$ cat config.mk
export PLATFORM = sky130hd
export DESIGN_NAME = cfg_lock_guard
export DESIGN_NICKNAME = d
export VERILOG_FILES = /design/src/rtl/cfg_lock_pkg.sv /design/src/rtl/cfg_lock_seq.sv /design/src/rtl/cfg_lock_bank.sv /design/src/rtl/cfg_lock_guard.sv
export SDC_FILE = /design/constraint.sdc
export NUM_CORES = 1
export LEC_CHECK = 0
export CELL_PAD_IN_SITES_DETAIL_PLACEMENT = 2
export CELL_PAD_IN_SITES_GLOBAL_PLACEMENT = 2
export CORE_MARGIN = 4
export CORE_UTILIZATION = 42
export CTS_BUF_LIST = sky130_fd_sc_hd__clkbuf_2 sky130_fd_sc_hd__clkbuf_4 sky130_fd_sc_hd__clkbuf_8
export CTS_CLUSTER_DIAMETER = 150
export DETAILED_ROUTE_END_ITERATION = 6
export GPL_TIMING_DRIVEN = 0
export PLACE_DENSITY = 0.8
export SETUP_SLACK_MARGIN = 0.2
export SLEW_MARGIN = 25
export SYNTH_ARGS = -nofsm -noshare
export SYNTH_HDL_FRONTEND = slang
export SYNTH_HIERARCHICAL = 1
export SYNTH_SLANG_ARGS = --single-unit
$ cat constraint.sdc
create_clock -name clk -period 2.5 [get_ports clk]
set_input_delay 0.5 -clock clk [delete_from_list [all_inputs] [get_ports clk]]
set_output_delay 0.5 -clock clk [all_outputs]
set_load 0.02 [all_outputs]
$ cat src/rtl/cfg_lock_pkg.sv
package cfg_lock_pkg;
   typedef enum logic [1:0] {
      LK_IDLE  = 2'd0,
      LK_ARMED = 2'd1,
      LK_OPEN  = 2'd2
   } lock_state_e;

   localparam int KICK_A_OFS = 0;
   localparam int KICK_B_OFS = 1;
   localparam int STATUS_OFS = 2;
   localparam int BANK_OFS   = 4;
endpackage

$ cat src/rtl/cfg_lock_seq.sv
module cfg_lock_seq
   import cfg_lock_pkg::*;
#(
   parameter int                DATA_W  = 32,
   parameter bit                LOCK_EN = 1'b1,
   parameter logic [DATA_W-1:0] KEY_A   = DATA_W'(32'h83E70B13),
   parameter logic [DATA_W-1:0] KEY_B   = DATA_W'(32'h95A4F1E0)
) (
   input  logic              clk,
   input  logic              rst_n,
   input  logic              kick_a_wr,
   input  logic              kick_b_wr,
   input  logic [DATA_W-1:0] wr_data,
   output logic              unlocked,
   output logic              armed
);
   generate
      if (LOCK_EN) begin : g_lock
         lock_state_e st_q, st_d;

         always_comb begin
            st_d = st_q;
            if (kick_a_wr) begin
               if (wr_data == KEY_A)
                  st_d = (st_q == LK_OPEN) ? LK_OPEN : LK_ARMED;
               else
                  st_d = LK_IDLE;
            end else if (kick_b_wr) begin
               if (wr_data == KEY_B)
                  st_d = (st_q == LK_IDLE) ? LK_IDLE : LK_OPEN;
               else
                  st_d = LK_IDLE;
            end
         end

         always_ff @(posedge clk or negedge rst_n) begin
            if (!rst_n) st_q <= LK_IDLE;
            else        st_q <= st_d;
         end

         assign unlocked = (st_q == LK_OPEN);
         assign armed    = (st_q == LK_ARMED);
      end else begin : g_open
         assign unlocked = 1'b1;
         assign armed    = 1'b0;
      end
   endgenerate
endmodule

$ cat src/rtl/cfg_lock_bank.sv
module cfg_lock_bank #(
   parameter int DATA_W   = 32,
   parameter int NUM_REGS = 4,
   localparam int IDX_W   = (NUM_REGS > 1) ? $clog2(NUM_REGS) : 1
) (
   input  logic                       clk,
   input  logic                       rst_n,
   input  logic                       we,
   input  logic [IDX_W-1:0]           idx,
   input  logic [DATA_W-1:0]          wdata,
   output logic [NUM_REGS*DATA_W-1:0] regs_flat
);
   generate
      for (genvar i = 0; i < NUM_REGS; i++) begin : g_reg
         logic [DATA_W-1:0] val_q;
         always_ff @(posedge clk or negedge rst_n) begin
            if (!rst_n)
               val_q <= '0;
            else if (we && idx == IDX_W'(i))
               val_q <= wdata;
         end
         assign regs_flat[i*DATA_W +: DATA_W] = val_q;
      end
   endgenerate
endmodule

$ cat src/rtl/cfg_lock_guard.sv
module cfg_lock_guard
   import cfg_lock_pkg::*;
#(
   parameter int                ADDR_W   = 4,
   parameter int                DATA_W   = 32,
   parameter int                NUM_REGS = 4,
   parameter bit                LOCK_EN  = 1'b1,
   parameter logic [DATA_W-1:0] KEY_A    = DATA_W'(32'h83E70B13),
   parameter logic [DATA_W-1:0] KEY_B    = DATA_W'(32'h95A4F1E0)
) (
   input  logic              clk,
   input  logic              rst_n,
   input  logic              wr_en,
   input  logic [ADDR_W-1:0] wr_addr,
   input  logic [DATA_W-1:0] wr_data,
   input  logic [ADDR_W-1:0] rd_addr,
   output logic [DATA_W-1:0] rd_data,
   output logic              unlocked
);
   localparam int IDX_W    = (NUM_REGS > 1) ? $clog2(NUM_REGS) : 1;
   localparam int BANK_END = BANK_OFS + NUM_REGS;

   generate
      if (NUM_REGS < 1 || BANK_END > (1 << ADDR_W)) begin : g_bad_map
         $error("cfg_lock_guard: bank does not fit in the address space");
      end
      if (DATA_W < 2) begin : g_bad_width
         $error("cfg_lock_guard: DATA_W too small");
      end
   endgenerate

   logic                       armed_w;
   logic                       kick_a_wr, kick_b_wr;
   logic                       wr_in_bank, rd_in_bank;
   logic [IDX_W-1:0]           wr_idx, rd_idx;
   logic [NUM_REGS*DATA_W-1:0] regs_flat;

   assign kick_a_wr  = wr_en && (wr_addr == ADDR_W'(KICK_A_OFS));
   assign kick_b_wr  = wr_en && (wr_addr == ADDR_W'(KICK_B_OFS));
   assign wr_in_bank = (int'(wr_addr) >= BANK_OFS) && (int'(wr_addr) < BANK_END);
   assign rd_in_bank = (int'(rd_addr) >= BANK_OFS) && (int'(rd_addr) < BANK_END);
   assign wr_idx     = IDX_W'(wr_addr - ADDR_W'(BANK_OFS));
   assign rd_idx     = IDX_W'(rd_addr - ADDR_W'(BANK_OFS));

   cfg_lock_seq #(
      .DATA_W (DATA_W),
      .LOCK_EN(LOCK_EN),
      .KEY_A  (KEY_A),
      .KEY_B  (KEY_B)
   ) u_seq (
      .clk      (clk),
      .rst_n    (rst_n),
      .kick_a_wr(kick_a_wr),
      .kick_b_wr(kick_b_wr),
      .wr_data  (wr_data),
      .unlocked (unlocked),
      .armed    (armed_w)
   );

   cfg_lock_bank #(
      .DATA_W  (DATA_W),
      .NUM_REGS(NUM_REGS)
   ) u_bank (
      .clk      (clk),
      .rst_n    (rst_n),
      .we       (wr_en && wr_in_bank && unlocked),
      .idx      (wr_idx),
      .wdata    (wr_data),
      .regs_flat(regs_flat)
   );

   always_comb begin
      rd_data = '0;
      if (rd_addr == ADDR_W'(STATUS_OFS))
         rd_data[0] = unlocked;
      else if (rd_in_bank)
         rd_data = regs_flat[rd_idx*DATA_W +: DATA_W];
   end
endmodule

==> metrics.md <==
| Metric | Value |
|---|---|
| Status | `finished clean` |
| Most frequent cells in the layout | `dfrtp_1 (130), mux2_2 (126), clkdlybuf4s50_1 (37)` |
| Tcrit/Tclk final | `90.94%` |
| H-tree levels | `4` |
| WHS Path Cells | `1` |
| Share of cells above drive strength 1 | `52.10%` |
| Worst Skew | `0.007096 ns` |
| Clock tree from TritonCTS | `built` |
| GPL Wtd Cong | `0.7247` |
| Synth warn | `6` |
| Ports | `76` |
| CP Data Arrival Time | `1.77 ns` |
| Total GRT Usage | `21.59%` |
| Fin nets | `529` |
| Reg clk slew, reported paths | `0.07 ns` |
| Pins Over Slew Limit | `0` |
| Min Tclk post-route | `2.273 ns` |
| Initial antenna violation count | `1` |
| Setup WS post-layout | `0.2266 ns` |
| Switching pwr | `0.0009616 W` |
| Gate Count Post-Synth | `384` |
| Latest clock arrival within the worst-skew pair | `0.44 ns` |
| WL/cell | `24.63 um` |
| Largest buffer count on any clock path | `2` |
| Global-route wire length before repair | `26360 um` |
| Vias | `3789` |
| Area delta synth->final | `23.07%` |
| Core box area | `14040 um^2` |
| Clk pwr share | `40.5%` |
| Routed WL | `16750 um` |
| Number of global-route vias before repair | `4490` |
| Logic gate share of total power | `6.7%` |
| Max-Cap Viols | `0` |
| Part of the power in registers | `52.8%` |
| Unrepaired setup endpoints after global routing | `true` |
| Hold WS | `0.5054 ns` |
| Chip height | `128.3 um` |
| Net Sw Frac | `24.16%` |
| Clock sink count | `130` |
| Pre-CTS setup slack | `-0.7697 ns` |
| Final setup violation count | `0` |
| Drt pass-1 iters | `4` |
| Synthesized Nets | `427` |
| Nature of the critical path endpoint | `output port` |
| Synthesized area | `6080 um^2` |
| Die width | `128.3 um` |
| Max-slew headroom | `69.77%` |
| Largest net degree at the start of global routing | `74` |
| Critical Path Source Type | `input port` |
| Static leakage | `3.676 nW` |
| Worst Path Required | `2.00 ns` |
| Post-route DRC | `0` |
| Worst min path class | `reg2reg` |
| HPWL Detailed | `11360 um` |
| Avg Cell Area, Syn | `15.83 um^2` |
| Initial Util | `43.30%` |
| Critical path class | `in2out` |
| R2R setup slack | `0.37 ns` |
| Vias per cell | `5.572` |
| Initial DRC Count | `121` |
| Cells on worst reg2reg path | `6` |
| Final ANT Viol Nets | `0` |
| Internal power contribution | `0.003019 W` |
| Max Fclk | `439.9 MHz` |
| Final Power | `0.003981 W` |
| Port buffer count | `73` |
| Most common cell after layout, fill and taps aside | `dfrtp_1` |
| Cell row count | `43` |
| Root buffer cell | `clkbuf_8` |
| Power Dens Cells | `532.0 nW/um^2` |
| Die ar. | `16460 um^2` |
| Final Hold Viols | `0` |
| Peak fanout along the critical path | `10` |
| GR Overflow Total | `0` |
| Fillers | `1267` |
| Max IR drop VDD | `0.0003449 V` |
| CTS buffer count | `17` |
| Slew @ Worst Pin | `0.4534 ns` |
## state kept, by name, summed over array words and instances (netlist names)
register / count
u_bank/g.val_q: 128
u_seq/g_lock.st_q: 2
## critical path, cell delays in order
cell and delay, ns:
buf_6 0.12, buf_6 0.20, mux4_2 0.52, and2_1 0.17, clkdlybuf4s15_2 0.25
## final timing paths
check	startpoint	endpoint
min reg2reg	u_bank/g_reg[2].val_q[24]$_DFFE_PN0P_	u_bank/g_reg[2].val_q[24]$_DFFE_PN0P_
max	rd_addr[0]	rd_data[27]
max reg2reg	u_seq/g_lock.st_q[1]$_DFFE_PN0P_	u_bank/g_reg[0].val_q[29]$_DFFE_PN0P_
min	u_bank/g_reg[2].val_q[24]$_DFFE_PN0P_	u_bank/g_reg[2].val_q[24]$_DFFE_PN0P_
max in group asynchronous	rst_n	u_bank/g_reg[3].val_q[19]$_DFFE_PN0P_
min in group asynchronous	rst_n	u_bank/g_reg[0].val_q[24]$_DFFE_PN0P_
## through the flow
step / utilization, % / instances / cell area [um^2] / setup TNS (ns)
final: 53.28 / 680 / 7482 / 0
after global routing: 53.28 / 680 / 7482 / 0
after floorplan: - / 384 / 6080 / 0
after CTS: 53.11 / 677 / 7458 / 0
after detailed placement: 50.33 / 638 / 7068 / -25.65
after global placement: 50.10 / 637 / 7036 / -557.24
## layer usage
metal,global-route usage [%],part of all wire [%],up-vias
li1,-,-,1639
met1,27.75,43,2064
met2,36.22,52,73
met3,4.875,3.5,13
met4,7.303,1.1,0
met5,0,0,-
## repair_timing
action	in CTS	in global routing
hold endpoints to repair	57	0
hold buffers	1	0
gates cloned	3	0
setup endpoints to repair	63	41
setup buffers	3	2
resized for setup	135	6
## power groups by stage
stage                     registers (W)  logic (W)  clock network, W
after CTS                       0.00210   0.000269           0.00166
after global routing            0.00210   0.000288           0.00177
after global placement          0.00214   0.000237                 0
after floorplan                 0.00214  0.0000661                 0
final                           0.00210   0.000265           0.00161
after detailed placement        0.00214   0.000250                 0
## layout make-up
class                           instances  area, um^2  area share, %
Clock inverter                         10       57.56         0.7692
Tap cell                              180       225.2          3.010
Inverter                                1       3.754        0.05017
Antenna cell                            1       2.502        0.03344
Timing Repair Buffer                   83       744.5          9.950
Clock buffer                           22       302.8          4.047
Buffer                                 23       185.2          2.475
Sequential cell                       130        3253          43.48
Multi-Input combinational cell        230        2708          36.19
Note: power is estimated with default switching activity, not from simulation.
